[src/rtl/spi_buf_pkg.sv]
package spi_buf_pkg;

  typedef enum logic {
    IRQ_ON_EMPTY = 1'b0,
    IRQ_ON_END   = 1'b1
  } irq_mode_e;

  // Pick the event that drives the interrupt for the current mode
  function automatic logic irq_pick(irq_mode_e mode, logic load_evt, logic end_evt);
    return (mode == IRQ_ON_END) ? end_evt : load_evt;
  endfunction

  // True when the shifter is free to accept a new word this cycle
  function automatic logic can_load(logic enabled, logic full, logic active,
                                    logic frame_end, logic stop);
    return enabled && full && !stop && (!active || frame_end);
  endfunction

endpackage

[src/rtl/spi_half_timer.sv]
module spi_half_timer #(
  parameter int HALF_DIV = 2
) (
  input  logic clk,
  input  logic rst_n,
  input  logic run,
  input  logic restart,
  output logic tick
);
  localparam int CW = (HALF_DIV > 1) ? $clog2(HALF_DIV) : 1;
  localparam logic [CW-1:0] LAST = CW'(HALF_DIV - 1);

  logic [CW-1:0] cnt_q;

  assign tick = run && (cnt_q == LAST);

  always_ff @(posedge clk or negedge rst_n) begin
    if (!rst_n)                      cnt_q <= '0;
    else if (!run || restart || tick) cnt_q <= '0;
    else                             cnt_q <= cnt_q + 1'b1;
  end

  AST_TICK_ONLY_WHEN_RUN: assert property (@(posedge clk) disable iff (!rst_n)
    !run |=> (cnt_q == '0));

endmodule

[src/rtl/spi_shift_engine.sv]
module spi_shift_engine #(
  parameter int DATA_W = 8
) (
  input  logic              clk,
  input  logic              rst_n,
  input  logic              load,
  input  logic [DATA_W-1:0] load_word,
  input  logic              abort,
  input  logic              tick,
  input  logic              sdi,
  output logic              active,
  output logic              frame_end,
  output logic [DATA_W-1:0] rx_word,
  output logic              sck,
  output logic              sdo
);
  localparam int BW = (DATA_W > 1) ? $clog2(DATA_W) : 1;
  localparam logic [BW-1:0] LAST_BIT = BW'(DATA_W - 1);

  logic              active_q;
  logic              high_q;   // 1 during the high half of a bit
  logic [BW-1:0]     bit_q;
  logic [DATA_W-1:0] tx_q;
  logic [DATA_W-1:0] rx_q;

  logic rise_evt;
  logic fall_evt;

  assign rise_evt  = active_q && tick && !high_q;
  assign fall_evt  = active_q && tick && high_q && (bit_q != LAST_BIT);
  assign frame_end = active_q && tick && high_q && (bit_q == LAST_BIT);

  always_ff @(posedge clk or negedge rst_n) begin
    if (!rst_n) begin
      active_q <= 1'b0;
      high_q   <= 1'b0;
      bit_q    <= '0;
      tx_q     <= '0;
      rx_q     <= '0;
    end else if (abort) begin
      active_q <= 1'b0;
      high_q   <= 1'b0;
    end else if (load) begin
      active_q <= 1'b1;
      high_q   <= 1'b0;
      bit_q    <= '0;
      tx_q     <= load_word;
    end else if (rise_evt) begin
      high_q <= 1'b1;
      rx_q   <= {rx_q[DATA_W-2:0], sdi};
    end else if (fall_evt) begin
      high_q <= 1'b0;
      bit_q  <= bit_q + 1'b1;
      tx_q   <= {tx_q[DATA_W-2:0], 1'b0};
    end else if (frame_end) begin
      active_q <= 1'b0;
      high_q   <= 1'b0;
    end
  end

  assign active  = active_q;
  assign rx_word = rx_q;
  assign sck     = active_q ? high_q : 1'b1;
  assign sdo     = tx_q[DATA_W-1];

  AST_SDO_HOLD_HIGH: assert property (@(posedge clk) disable iff (!rst_n)
    (active_q && high_q) |=> (!(active_q && high_q) || $stable(tx_q[DATA_W-1])));

  AST_RISE_BEFORE_END: assert property (@(posedge clk) disable iff (!rst_n)
    rise_evt |=> high_q || !active_q);

endmodule

[src/rtl/spi_buf_master.sv]
module spi_buf_master
  import spi_buf_pkg::*;
#(
  parameter int DATA_W   = 8,
  parameter int HALF_DIV = 2
) (
  input  logic              clk,
  input  logic              rst_n,
  input  logic              start_i,
  input  logic              stop_i,
  input  logic              wr_en_i,
  input  logic [DATA_W-1:0] wr_data_i,
  output logic [DATA_W-1:0] rd_data_o,
  input  logic              irq_mode_i,
  output logic              sck_o,
  output logic              sdo_o,
  input  logic              sdi_i,
  output logic              irq_o,
  output logic              buf_full_o,
  output logic              busy_o,
  output logic              enabled_o
);
  logic              enabled_q;
  logic              full_q;
  logic [DATA_W-1:0] data_q;
  logic              irq_q;

  logic              tick;
  logic              active;
  logic              frame_end;
  logic [DATA_W-1:0] rx_word;
  logic              load_evt;
  logic              end_evt;

  assign load_evt = can_load(enabled_q, full_q, active, frame_end, stop_i);
  assign end_evt  = frame_end && !stop_i;

  spi_half_timer #(.HALF_DIV(HALF_DIV)) u_timer (
    .clk     (clk),
    .rst_n   (rst_n),
    .run     (active),
    .restart (load_evt),
    .tick    (tick)
  );

  spi_shift_engine #(.DATA_W(DATA_W)) u_engine (
    .clk       (clk),
    .rst_n     (rst_n),
    .load      (load_evt),
    .load_word (data_q),
    .abort     (stop_i),
    .tick      (tick),
    .sdi       (sdi_i),
    .active    (active),
    .frame_end (frame_end),
    .rx_word   (rx_word),
    .sck       (sck_o),
    .sdo       (sdo_o)
  );

  always_ff @(posedge clk or negedge rst_n) begin
    if (!rst_n)       enabled_q <= 1'b0;
    else if (stop_i)  enabled_q <= 1'b0;
    else if (start_i) enabled_q <= 1'b1;
  end

  always_ff @(posedge clk or negedge rst_n) begin
    if (!rst_n) begin
      full_q <= 1'b0;
      data_q <= '0;
    end else begin
      if (wr_en_i)       full_q <= 1'b1;
      else if (load_evt) full_q <= 1'b0;
      if (wr_en_i)       data_q <= wr_data_i;
      else if (end_evt)  data_q <= rx_word;
    end
  end

  always_ff @(posedge clk or negedge rst_n) begin
    if (!rst_n) irq_q <= 1'b0;
    else        irq_q <= irq_pick(irq_mode_e'(irq_mode_i), load_evt, end_evt);
  end

  assign rd_data_o  = data_q;
  assign irq_o      = irq_q;
  assign buf_full_o = full_q;
  assign busy_o     = active;
  assign enabled_o  = enabled_q;

  AST_WRITE_SETS_FULL: assert property (@(posedge clk) disable iff (!rst_n)
    wr_en_i |=> buf_full_o);

  AST_LOAD_EMPTIES: assert property (@(posedge clk) disable iff (!rst_n)
    (load_evt && !wr_en_i) |=> !buf_full_o);

  AST_OFF_MEANS_IDLE: assert property (@(posedge clk) disable iff (!rst_n)
    !enabled_o |-> !busy_o);

  AST_STOP_ABORTS: assert property (@(posedge clk) disable iff (!rst_n)
    stop_i |=> (!busy_o && !enabled_o && sck_o));

  AST_IRQ_SINGLE: assert property (@(posedge clk) disable iff (!rst_n)
    irq_o |=> !irq_o);

  AST_NO_GAP: assert property (@(posedge clk) disable iff (!rst_n)
    (frame_end && buf_full_o && enabled_o && !stop_i) |=> busy_o);

endmodule

[config.mk]
export PLATFORM = sky130hd
export DESIGN_NAME = spi_buf_master
export DESIGN_NICKNAME = d
export VERILOG_FILES = /design/src/rtl/spi_buf_pkg.sv /design/src/rtl/spi_half_timer.sv /design/src/rtl/spi_shift_engine.sv /design/src/rtl/spi_buf_master.sv
export SDC_FILE = /design/constraint.sdc
export NUM_CORES = 1
export LEC_CHECK = 0
export BUFFER_PORTS_ARGS = -buffer_cell sky130_fd_sc_hd__buf_2
export CORE_ASPECT_RATIO = 2
export CORE_MARGIN = 3
export CORE_UTILIZATION = 49
export CTS_CLUSTER_DIAMETER = 200
export DETAILED_ROUTE_END_ITERATION = 8
export HOLD_SLACK_MARGIN = 0.08
export PLACE_DENSITY = 0.86
export SLEW_MARGIN = 20
export SYNTH_ARGS = -nofsm -noshare
export SYNTH_HDL_FRONTEND = slang
export SYNTH_SLANG_ARGS = --single-unit
export TNS_END_PERCENT = 10
[constraint.sdc]
create_clock -name clk -period 1.7 [get_ports clk]
set_input_delay 0.085 -clock clk [delete_from_list [all_inputs] [get_ports clk]]
set_output_delay 0.085 -clock clk [all_outputs]
set_load 0.1 [all_outputs]
Word level (Yosys, flattened, before mapping)
Cells that the tools add are included.
- bits in registers: 33
- latch bits: 0
- RAM bits: 0
- ROM bits: 0
- output and inout port bits: 14
- word-level logic and storage cells: 68
- memories kept: 0
- $add $sub $neg: 2
- $mul: 0
- div/mod/pow operators: 0
- $lt $le $gt $ge: 0
- equal/unequal tests: 5
- shifts and indexed selects: 0
- muxes and demuxes: 24
- bitwise gates (word level): 2
- reduce and logical (&&, ||, !) cells: 25
- operators by type and width (operator ; count):
    8-bit two-way mux ; 5
    1-bit two-way mux ; 16
    1-bit logical AND ; 10
    3-bit two-way mux ; 3
    3-bit != test (second input constant) ; 3
    3-bit AND reduction ; 3
    2-bit nonzero test ; 4
    5-bit nonzero test ; 1
    3-bit by 1-bit adder with 3-bit output (second input constant) ; 1
    3-bit equality test (second input constant) ; 1
    1-bit zero test ; 3
    1-bit logical OR ; 3
    3-bit nonzero test ; 1
    2-bit != test (second input constant) ; 1
    1-bit NOT ; 2
    1-bit adder (second input constant) ; 1

Logic depth before layout (Yosys ltp)
Gate-level depths: netlist of the first run.
- depth in word-level cells: 9
- mapped depth: 7
- gate-level depth less buffers: 6

By module
A second synthesis of the first run with hierarchy kept.
- cell total of the unflattened synthesis: 139
- area total of the unflattened synthesis: 1555.2 sq um
- modules (own cells, without submodules) (module ; times used ; cells an instance ; area each (sq um)):
    spi_shift_engine ; 1 ; 87 ; 992.2
    spi_buf_master ; 1 ; 49 ; 518.0
    spi_half_timer ; 1 ; 3 ; 45.0

Least setup slack after synthesis of the first run
No wires, ideal clock.
- kind: register to register
- start point: register u_engine.active_q (netlist: u_engine.active)
- end point: register u_engine.bit_q[0]
- arrival time: 1.963 ns
- data required time: 1.573 ns
- path slack: -0.390 ns
- stages on the path, launching flop included: 5
- path buffers: 1
- period minus slack after synthesis: 2.090 ns
- path through: dfrtp_1 > buf_4 > nand2b_1 > a221o_1 > mux2_1
- longest elaborated chain between the ends: 8
- elaborated cells on any way between the ends: 13
- classes of those cells: eq/ne: 1; mux: 1; reduce/logical: 11
- ends and longest elaborated chain (item ; line ; RTL):
    start: declaration ; spi_shift_engine.sv:20 ; logic active_q;
    start signal: assignment ; spi_shift_engine.sv:35 ; active_q <= 1'b0;
    start signal: assignment ; spi_shift_engine.sv:41 ; active_q <= 1'b0;
    start signal: assignment ; spi_shift_engine.sv:44 ; active_q <= 1'b1;
    1-bit logical AND ; spi_half_timer.sv:15 ; assign tick = run && (cnt_q == LAST);
    1-bit logical AND ; spi_shift_engine.sv:29, spi_shift_engine.sv:30, spi_shift_engine.sv:31 ;
    1-bit logical AND ; spi_shift_engine.sv:30, spi_shift_engine.sv:31 ;
    1-bit logical AND ; spi_shift_engine.sv:31 ; assign frame_end = active_q && tick && high_q && (bit_q == LAST_BIT);
    1-bit logical OR ; spi_buf_pkg.sv:16 ; return enabled && full && !stop && (!active || frame_end);
    1-bit logical AND ; spi_buf_pkg.sv:16 ;
    2-bit != test (no source line) / 2-bit nonzero test (equally long branches) ; -- ;
    3-bit AND reduction (no source line) ; -- ;
    end signal: assignment ; spi_shift_engine.sv:53 ; bit_q <= bit_q + 1'b1;
    end: declaration ; spi_shift_engine.sv:22 ; logic [BW-1:0] bit_q;
Parallel ways exist; a longest one is shown, timed or not.
A chain may end at the register's enable or synchronous reset.

Final worst setup path of the first run
- start point: register u_engine.bit_q[1]
- end point: register u_engine.bit_q[0]
- longest elaborated chain between the ends: 6
- elaborated cells on any way between the ends: 10
- classes of those cells: eq/ne: 3; mux: 1; reduce/logical: 6
- ends and longest elaborated chain (item ; line):
    3-bit equality test ; spi_shift_engine.sv:31
    1-bit logical AND ; spi_shift_engine.sv:31
    1-bit logical OR ; spi_buf_pkg.sv:16
    1-bit logical AND ; spi_buf_pkg.sv:16
    2-bit != test (no source line) / 2-bit nonzero test (equally long branches) ; --
    3-bit AND reduction (no source line) ; --
Parallel ways exist; a longest one is shown, timed or not.

==> out/metrics.yaml, run 1 <==
global_route:
  grt_usage_pct: 18.0
  grt_pass1_wl_um: 5000
  grt_pass1_vias: 1089
  antenna_found_initial: 0
  grt_max_degree: 34
  grt_overflow: 0
timing:
  tightest_slew_ns: 0.720
  relSlewSlack_pct: 52.0
  report.final.setup_viol: 0
  finClkSkew_ns: 0.00855
  period_share_pct: 97.1
  setup_ws_ns: 0.0497
  finalHoldViolations: 0
  fmax_mhz: 606
  finalCriticalPeriod_ns: 1.65
  report.final.slew_viol_count: 0
  grt_setup_unrepaired: "true"
critical_path:
  setup.worst_path.end_class: "flop"
  worstSetupStartpointType: "flop"
  critPathKind: "reg -> reg"
  required_ns: 1.87
  critPathSlowestCell: "dfrtp_1"
  crit_family: "flip-flops"
  critPathMaxStageDelay_ns: 0.41
  crit_top_cell: "ha_4"
  cp_data_arrival_time_ns: 1.82
  path_cells: "ha_4 -> ha_4 -> nand2b_4 -> a221o_1 -> mux2_4"
  path_buf_inv: 0
  worstPathMaxFanout: 4
placed_design:
  dp_slack_ns: -0.0702
  routabilityCongestion: 0.694
  dp.cells: 178
  dp_hpwl_um: 2160
  portBuffers: 28
route:
  final_antenna_net_count: 0
  first_iter_violations: 8
  first_pass_iters: 4
  drt-total-wl_um: 3160
  via_count: 1095
  viasPerCell: 5.45
  drc: 0
  post_drt_wl_per_cell_um: 15.7
cells_and_area:
  nFillCells: 231
  nets: 187
  multi_input_comb_area_um2: 741
  area_growth_syn_to_layout_pct: 30.6
  fin_util_pct: 67.7
  drive_gt1_share_pct: 42.7
  stdcell_count: 201
  register_area_um2: 832
  num_antenna_cells: 0
logic_synthesis:
  synth_top_family_by_area: "multiplexers"
  synth.avg_cell_area_um2: 12.8
  yosysSeqAreaShare_pct: 52.9
  synthAdderAreaFrac_pct: 1.60
  netlist_area_mm2: 0.00156
  synth-compound-area-share_pct: 13.0
  synthXorXnorAreaFrac_pct: 0.561
  synthCells: 122
  ys_ff_latch: 33
  yosysWarnings: 0
  synth_top_area_cell: "dfrtp_1"
  synth-simple-area-share_pct: 13.9
  synth_fp_nets: 139
  yosysUniqueCellTypes: 31
  synth.area.top_cells: "dfrtp_1 (53%), mux2i_1 (9.6%), mux2_2 (5.8%), a21oi_2 (3.9%), nand2_1 (2.9%)"
  synth_top_area_share_pct: 52.9
  synth_mux_area_share_pct: 16.1
run_status:
  outcome: "completed"
power:
  leakage_nw: 0.936
  power.density_mw_per_mm2: 1160
  ir_worst_vdd_mv: 0.759
floorplan:
  fp.dieW_um: 45.9
  die_h_um: 85.8
  start_util_pct: 51.8
  rows: 28
  core_area_mm2: 0.00301
  io_pins: 29
  die_area_mm2: 0.00394
clock_tree:
  clk_pin_slew_ns: 0.07
  cts_buffers: 5
  cts_buffer_depth: 2
  cts_htree_levels: 2
  cts-root-buf: "clkbuf_8"
  cts_tree: "yes"
  clk_latency_ns: 0.29
  cts_sinks: 33
job:
  drv_cap: 0
worst_hold_path:
  hold_class: "in -> reg"
[cell type report]
class                      instances  area share, %
timing repair buffer              45           16.1
clock buffer                       7           4.72
tap                               30           1.84
multi-input combinational         85           36.3
clock inverter                     1          0.245
sequential                        33           40.8
[final timing paths]
kind,start,endpoint,slack (ns),cells after the start
setup / recovery,u_engine.bit_q[1]$_DFFE_PN0P_,u_engine.bit_q[0]$_DFFE_PN0P_,0.05,5
hold / removal,wr_en_i,rd_data_o[5]$_DFFE_PN0P_,0.17,3
setup reg to reg,u_engine.bit_q[1]$_DFFE_PN0P_,u_engine.bit_q[0]$_DFFE_PN0P_,0.05,5
hold reg to reg,u_engine.tx_q[0]$_DFFE_PN0P_,u_engine.tx_q[0]$_DFFE_PN0P_,0.51,1
max in group asynchronous,rst_n,u_engine.active$_DFFE_PN0P_,0.78,2
min in group asynchronous,rst_n,u_engine.tx_q[6]$_DFFE_PN0P_,0.38,2
[worst register-to-register path: cells and delay by family (launching register included)]
kind | cells | cell delay, ns
simple gates | 1 | 0.15
compound gates | 1 | 0.36
flops | 1 | 0.41
fa+ha+maj | 2 | 0.35
mux | 1 | 0.27
[per-stage QoR]
stage	hold WS (ns)	cell area (um2)	power [mW]	TNS (ns)
2_1_floorplan	-0.211	1580	1.57	0
3_3_place_gp	0.165	1750	1.69	0
3_5_place_dp	0.179	1750	1.72	-0.388
4_1_cts	0.167	2010	2.39	0
5_1_grt	0.200	2040	2.48	-0.0169
6_report	0.170	2040	2.38	0
[report_power, final]
group          internal, mW  switching (mW)  leakage, nW  total, mW
registers             0.924           0.110        0.408       1.03
clock network         0.366           0.280       0.0542      0.646
logic                 0.221           0.475        0.474      0.696
[layout by cell type, fill, tap and decap left out, types with 2 or more instances in the layout]
master,netlist,routed
a21oi_2,7,7
a22o_1,3,3
mux2i_1,15,15
nand2b_1,3,2
nand3b_4,2,2
mux2_2,8,8
clkbuf_8,0,7
buf_2,1,28
nand2_1,12,12
dfrtp_2,0,2
ha_4,0,2
o21ai_1,6,6
buf_12,0,2
nor2_1,6,6
nor2_2,3,3
dfrtp_1,33,30
dlygate4sd3_1,0,14
o21ai_0,4,4
[routing by layer]
layer	global-route usage (%)	up-vias	wire length, um
met1	20.7	534	1180
met4	9.59	0	87
met3	5.25	9	125
li1	-	523	-
met2	28.8	29	1760
met5	0	-	0
[kinds of logic after synthesis]
group	count (synthesis)
and+or+nand+nor	33
DFF	33
AOI/OAI and AO/OA	25
muxes	24
buffers and inverters	4
adders and majority gates	2
xor gates and xnor gates	1
[cell usage after synthesis, drive strengths merged]
| master | number |
|---|---|
| a21o | 1 |
| a21oi | 9 |
| a221o | 1 |
| a221oi | 1 |
| a22o | 3 |
| and2b | 1 |
| buf | 4 |
| dfrtp | 33 |
| ha | 2 |
| mux2 | 9 |
| mux2i | 15 |
| nand2 | 13 |
| nand2b | 3 |
| nand3 | 1 |
| nand3b | 3 |
| nor2 | 11 |
| nor3b | 1 |
| o21ai | 10 |
| xor2 | 1 |
[flip-flops by register name, summed over array words and instances (netlist names)]
name,count
buf_full_o,1
enabled_o,1
irq_o,1
rd_data_o,8
u_engine.active,1
u_engine.bit_q,3
u_engine.high_q,1
u_engine.rx_word,8
u_engine.tx_q,8
u_timer.cnt_q,1
[repair_timing]
action	in CTS	in global routing
gates cloned	0	0
hold buffers	14	0
endpoints found under the setup margin	10	10
resized for setup	4	1
hold endpoints to repair	45	0
setup buffers	0	1
pin swaps	2	3
Power figures use the tool's default switching activity.
==> run 2: changes to the inputs <==
Settings changed: ABC_AREA set to 1, CORE_UTILIZATION 49 to 48, MAX_ROUTING_LAYER set to met4, PLACE_DENSITY 0.86 to 0.84.
==> out/metrics.yaml, run 2 <==
global_route:
  grt_max_degree: 34  # unchanged
  grt_overflow: 0  # unchanged
  grt_pass1_vias: 1369  # +26%
  grt_pass1_wl_um: 5730  # +15%
  grt_usage_pct: 20.5  # +2.5 points
  antenna_found_initial: 0  # unchanged
route:
  first_pass_iters: 4  # unchanged
  viasPerCell: 5.10  # -6.4%
  post_drt_wl_per_cell_um: 13.2  # -16%
  via_count: 1320  # +21%
  drt-total-wl_um: 3420  # +8.3%
  final_antenna_net_count: 0  # unchanged
  drc: 0  # unchanged
  first_iter_violations: 51  # +43
floorplan:
  core_area_mm2: 0.00301  # unchanged
  die_area_mm2: 0.00393  # -0.18%
  fp.dieW_um: 45.9  # about the same
  rows: 28  # unchanged
  die_h_um: 85.8  # about the same
  io_pins: 29  # unchanged
  start_util_pct: 50.7  # -1.2 points
cells_and_area:
  final_cell_mix: "nand2_1 (78), dfrtp_1 (30), buf_2 (28)"
  mostFrequentLayoutCell: "nand2_1"
  drive_gt1_share_pct: 23.6  # -19 points
  num_antenna_cells: 0  # unchanged
  nets: 245  # +31%
  area_growth_syn_to_layout_pct: 26.1
  nFillCells: 258  # +12%
  final_area_mm2: 0.00193  # -5.6%
logic_synthesis:
  synth_fp_nets: 202  # +45%
  synth.avg_cell_area_um2: 8.25  # -36%
  yosysWarnings: 0  # unchanged
  ys.flop_type: "dfrtp_1"
  yosysSeqAreaShare_pct: 54.1  # +1.2 points
  yosysMostFrequentCell: "nand2_1"
  ys_ff_latch: 33  # unchanged
  yosysUniqueCellTypes: 22  # -29%
  synthCells: 185  # +52%
  synth_edf_count: 0  # unchanged
  async_flop_share_pct: 100  # unchanged
  synth_common_cells: "nand2_1 (79), dfrtp_1 (33), nand3_1 (17), inv_1 (12), o21ai_0 (11)"
  synth.area.top_cells: "dfrtp_1 (54%), nand2_1 (19%), nand3_1 (5.6%), o21ai_0 (3.6%), inv_1 (3.0%)"
  synth_top_area_share_pct: 54.1  # +1.2 points
  netlist_area_mm2: 0.00153  # -2.2%
  synth_top_area_cell: "dfrtp_1"
critical_path:
  critPathKind: "reg -> reg"
  cp_data_arrival_time_ns: 1.77  # -0.05 ns
  ff2ff_setup_slack_ns: 0.11  # +0.06 ns
  worstPathMaxFanout: 11  # +7
  rr_startpoint: "u_engine.bit_q[0]$_DFFE_PN0P_"
  setup.worst_path.end_class: "flop"
  path_cells: "ha_4 -> ha_4 -> nor2_1 -> inv_2 -> nand2_1 -> nand2_2 -> nand2_1 -> nand2_1"
  reg2reg_depth: 8  # +3
  critPathSlowestCell: "dfrtp_1"
  critPathMaxStageDelay_ns: 0.42  # about the same
  r2r_end: "u_engine.tx_q[4]$_DFFE_PN0P_"
  worstSetupStartpointType: "flop"
  required_ns: 1.88  # about the same
  startpoint: "u_engine.bit_q[0]$_DFFE_PN0P_"
  endpoint: "u_engine.tx_q[4]$_DFFE_PN0P_"
  crit_top_cell: "nand2_1"
job:
  drv_cap: 0  # unchanged
run_status:
  outcome: "completed"
placed_design:
  dp_hpwl_um: 2420  # +12%
  dpl_cell_area_mm2: 0.00171  # -2.4%
  portBuffers: 28  # unchanged
  dp_slack_ns: -0.000142  # +0.0701 ns
  routabilityCongestion: 0.814  # +17%
clock_tree:
  post-cts-setup-buffer-count: 0  # unchanged
  cts_tree: "yes"
  cts_buffers: 5  # unchanged
  clk_latency_ns: 0.29  # about the same
  cts_htree_levels: 2  # unchanged
  cts_buffer_depth: 2  # unchanged
  clk_pin_slew_ns: 0.07  # about the same
  cts-root-buf: "clkbuf_8"
  cts_sinks: 33  # unchanged
timing:
  grt_setup_unrepaired: "true"
  report.final.setup_viol: 0  # unchanged
  finalHoldViolations: 0  # unchanged
  finClkSkew_ns: 0.00701  # -0.00154 ns
  finalCriticalPeriod_ns: 1.59  # -0.0611 ns
  setup_ws_ns: 0.111  # +0.0611 ns
  fmax_mhz: 629  # +3.8%
  relSlewSlack_pct: 52.0  # about the same
  period_share_pct: 93.5  # -3.6 points
  report.final.slew_viol_count: 0  # unchanged
  tightest_slew_ns: 0.721  # +0.000191 ns
power:
  leakage_nw: 1.04  # +11%
  total_power_mw: 2.34  # -1.7%
  ir_worst_vdd_mv: 0.923  # +22%
  power.density_mw_per_mm2: 1210  # +4.2%
worst_hold_path:
  hold_class: "in -> reg"
[run 2: cell count changes after synthesis, sizes merged, moves of 5 or more]
cell   change
a21oi      -5
inv       +13
mux2       -9
mux2i     -15
nand2     +68
nand3     +16
nand4      +5
[run 2: critical path: cells and delay by family, from the launching register on]
kind | cells | cell delay (ns)
fa+ha+maj | 2 | 0.34
buf+inv | 1 | 0.09
flops | 1 | 0.42
simple gates | 5 | 0.62
[run 2: through the flow]
step | hold WS, ns | setup TNS [ns] | utilization (%) | std cells
after floorplan | -0.211 | 0 | - | 185
after global routing | 0.128 | 0 | 63.9 | 259
after detailed placement | 0.181 | -0.000142 | 56.7 | 242
final | 0.103 | 0 | 63.9 | 259
after global placement | 0.179 | 0 | 56.7 | 242
after CTS | 0.101 | 0 | 62.5 | 259
[run 2: power by group]
| part | switching (mW) | internal [mW] | leakage [nW] |
|---|---|---|---|
| Combinational | 0.510 | 0.171 | 0.582 |
| Clock | 0.287 | 0.283 | 0.0450 |
| Sequential | 0.124 | 0.960 | 0.415 |
[run 2: area by class of cell]
type	count	area [um2]	area share (%)
Clock buffer	6	72.6	3.77
Clock inverter	2	10.0	0.520
Inverter	13	48.8	2.53
Multi-Input combinational cell	133	653	33.9
Sequential cell	33	832	43.2
Tap cell	30	37.5	1.95
Timing Repair Buffer	42	272	14.1
[run 2: kinds of logic after synthesis]
logic type      synth area share (%)
simple gates                    32.5
compound gates                  5.98
buf+inv                         5.82
fa+ha+maj                       1.64
flops                           54.1
[run 2: timing repair]
action                                  4_1_cts  5_1_grt
gates cloned                                  0        0
hold buffers                                  9        0
resized for setup                             1        7
pin swaps                                     0        3
endpoints found under the setup margin       11       15
hold endpoints to repair                     41        0
[run 2: routing by layer]
layer	vias up	GRT usage, %	part of all wire, %	wire length, um
li1	674	-	-	-
met1	613	20.4	39	1320
met2	28	34.9	56	1910
met3	5	4.83	3.3	114
met4	0	10.1	2.2	74
met5	-	-	0	0
[run 2: how the worst min path moves through the flow]
stage / startpoint / to / slack (ns) / depth (start not counted)
6_report: wr_data_i[4] / rd_data_o[4]$_DFFE_PN0P_ / 0.10 / 5
5_1_grt: stop_i / enabled_o$_DFFE_PN0P_ / 0.13 / 2
4_1_cts: wr_data_i[4] / rd_data_o[4]$_DFFE_PN0P_ / 0.10 / 5
3_5_place_dp: rst_n / u_engine.active$_DFFE_PN0P_ / 0.18 / 1
3_3_place_gp: rst_n / u_timer.cnt_q$_DFF_PN0_ / 0.18 / 1
2_1_floorplan: rst_n / buf_full_o$_DFFE_PN0P_ / -0.21 / 0
==> run 3: changes to the inputs <==
Settings changed: CTS_BUF_LIST set to sky130_fd_sc_hd__clkbuf_4 sky130_fd_sc_hd__clkbuf_8 sky130_fd_sc_hd__clkbuf_16.
==> out/metrics.yaml, run 3 (synthesis gave the netlist of run 2 again) <==
run_status:
  outcome: "completed"
cells_and_area:
  stdcell_count: 259  # unchanged
  nets: 245  # unchanged
  nFillCells: 258  # unchanged
  fin_util_pct: 64.0  # +0.12 points
  final_cell_mix: "nand2_1 (78), dfrtp_1 (30), buf_2 (28)"
  num_antenna_cells: 0  # unchanged
  mostFrequentLayoutCell: "nand2_1"
  final_area_mm2: 0.00193  # +0.19%
  area_growth_syn_to_layout_pct: 26.4
  drive_gt1_share_pct: 24.0  # +0.44 points
timing:
  grt_setup_unrepaired: "true"
  tightest_slew_ns: 0.721  # +0.000244 ns
  period_share_pct: 93.5  # about the same
  relSlewSlack_pct: 51.9  # about the same
  fmax_mhz: 629  # about the same
  report.final.setup_viol: 0  # unchanged
  finalHoldViolations: 0  # unchanged
  finClkSkew_ns: 0.00701  # -0.00000519 ns
  finalCriticalPeriod_ns: 1.59  # +0.000516 ns
  report.final.slew_viol_count: 0  # unchanged
route:
  via_count: 1318  # -0.15%
  first_pass_iters: 4  # unchanged
  viasPerCell: 5.09  # -0.15%
  first_iter_violations: 51  # unchanged
  final_antenna_net_count: 0  # unchanged
  drt-total-wl_um: 3410  # -0.18%
  drc: 0  # unchanged
  post_drt_wl_per_cell_um: 13.2  # -0.18%
global_route:
  grt_overflow: 0  # unchanged
  met3_usage_pct: 4.83  # unchanged
  grt_usage_pct: 20.5  # +0.042 points
  grtUsageMet2_pct: 34.9  # unchanged
  busiest_layer: "met2"
  use_met1_pct: 20.6  # +0.14 points
  grt_max_degree: 34  # unchanged
  grt_pass1_vias: 1371  # +0.15%
  grt_pass1_wl_um: 5750  # +0.24%
  antenna_found_initial: 0  # unchanged
power:
  leakage_nw: 1.05  # +0.33%
  ir_worst_vdd_mv: 0.960  # +4.0%
  power.density_mw_per_mm2: 1220  # +0.45%
placed_design:
  dp.cells: 242  # unchanged
  dpl_cell_area_mm2: 0.00171  # unchanged
  dp_hpwl_um: 2420  # unchanged
  portBuffers: 28  # unchanged
  routabilityCongestion: 0.814  # unchanged
clock_tree:
  cts-root-buf: "clkbuf_8"
  cts_tree: "yes"
  cts_buffer_depth: 2  # unchanged
  cts_sinks: 33  # unchanged
  post-cts-setup-buffer-count: 0  # unchanged
  clk_latency_ns: 0.29  # about the same
  cts_buffers: 5  # unchanged
  clk_pin_slew_ns: 0.07  # about the same
  cts_htree_levels: 2  # unchanged
floorplan:
  fp.dieW_um: 45.9  # unchanged
  core_area_mm2: 0.00301  # unchanged
  start_util_pct: 50.7  # unchanged
  io_pins: 29  # unchanged
  rows: 28  # unchanged
  die_h_um: 85.8  # unchanged
  die_area_mm2: 0.00393  # unchanged
critical_path:
  worstSetupStartpointType: "flop"
  worstPathMaxFanout: 11  # unchanged
  rr_startpoint: "u_engine.bit_q[0]$_DFFE_PN0P_"
  cp_data_arrival_time_ns: 1.77  # about the same
  r2r_end: "u_engine.tx_q[4]$_DFFE_PN0P_"
  ff2ff_setup_slack_ns: 0.11  # about the same
  startpoint: "u_engine.bit_q[0]$_DFFE_PN0P_"
  endpoint: "u_engine.tx_q[4]$_DFFE_PN0P_"
  required_ns: 1.88  # about the same
  setup.worst_path.end_class: "flop"
  critPathKind: "reg -> reg"
  reg2reg_depth: 8  # unchanged
job:
  drv_cap: 0  # unchanged
worst_hold_path:
  hold_class: "in -> reg"
[run 3: cell count changes in the layout (fill, tap and decap cells not counted)]
cell / before / now
clkbuf_1: 1 / 0
clkbuf_4: 0 / 1
[run 3: timing repair]
item | in CTS | in global routing
hold buffers | 9 | 0
endpoints found under the hold margin | 41 | 0
setup endpoints to repair | 11 | 15
gates resized for setup | 1 | 7
pin swaps | 0 | 3
[run 3: worst max-delay path, stage by stage, from the launching register on]
cell and delay [ns]:
dfrtp_1 0.42, ha_4 0.18, ha_4 0.16, nor2_1 0.21
inv_2 0.09, nand2_1 0.11, nand2_2 0.15, nand2_1 0.10
nand2_1 0.05
[run 3: layout make-up]
type	instances	area (um2)	area share [%]
clock buffers	6	76.3	3.96
clock inverters	2	10.0	0.519
inverters	13	48.8	2.53
multi-input cells	133	653	33.9
flip-flops and latches	33	832	43.1
well taps	30	37.5	1.95
repair buffers	42	272	14.1
[run 3: per-stage QoR]
stage	hold slack, ns	setup WS [ns]	setup TNS (ns)	power [mW]
global route	0.128	0.00374	0	2.48
detailed placement	0.181	-0.000142	-0.000142	1.76
CTS	0.100	0.00575	0	2.36
floorplan	-0.211	0.00685	0	1.60
global placement	0.179	0.0348	0	1.74
finish	0.104	0.110	0	2.35
[run 3: how the worst min path moves through the flow]
stage / to / from / depth (start not counted) / slack [ns]
final: rd_data_o[4]$_DFFE_PN0P_ / wr_data_i[4] / 5 / 0.10
after global routing: enabled_o$_DFFE_PN0P_ / stop_i / 2 / 0.13
after CTS: rd_data_o[4]$_DFFE_PN0P_ / wr_data_i[4] / 5 / 0.1
after detailed placement: u_engine.active$_DFFE_PN0P_ / rst_n / 1 / 0.18
after global placement: u_timer.cnt_q$_DFF_PN0_ / rst_n / 1 / 0.18
after floorplan: buf_full_o$_DFFE_PN0P_ / rst_n / 0 / -0.21
[run 3: power by group]
group          internal (mW)  leakage, nW  switching, mW  total, mW
Sequential             0.960        0.415          0.124       1.08
Combinational          0.171        0.582          0.509      0.681
Clock                  0.299       0.0484          0.287      0.586
[run 3: layer usage]
layer | vias up | wire, um
li1 | 674 | -
met1 | 610 | 1320
met2 | 28 | 1900
met3 | 6 | 114
met4 | 0 | 74
met5 | - | 0
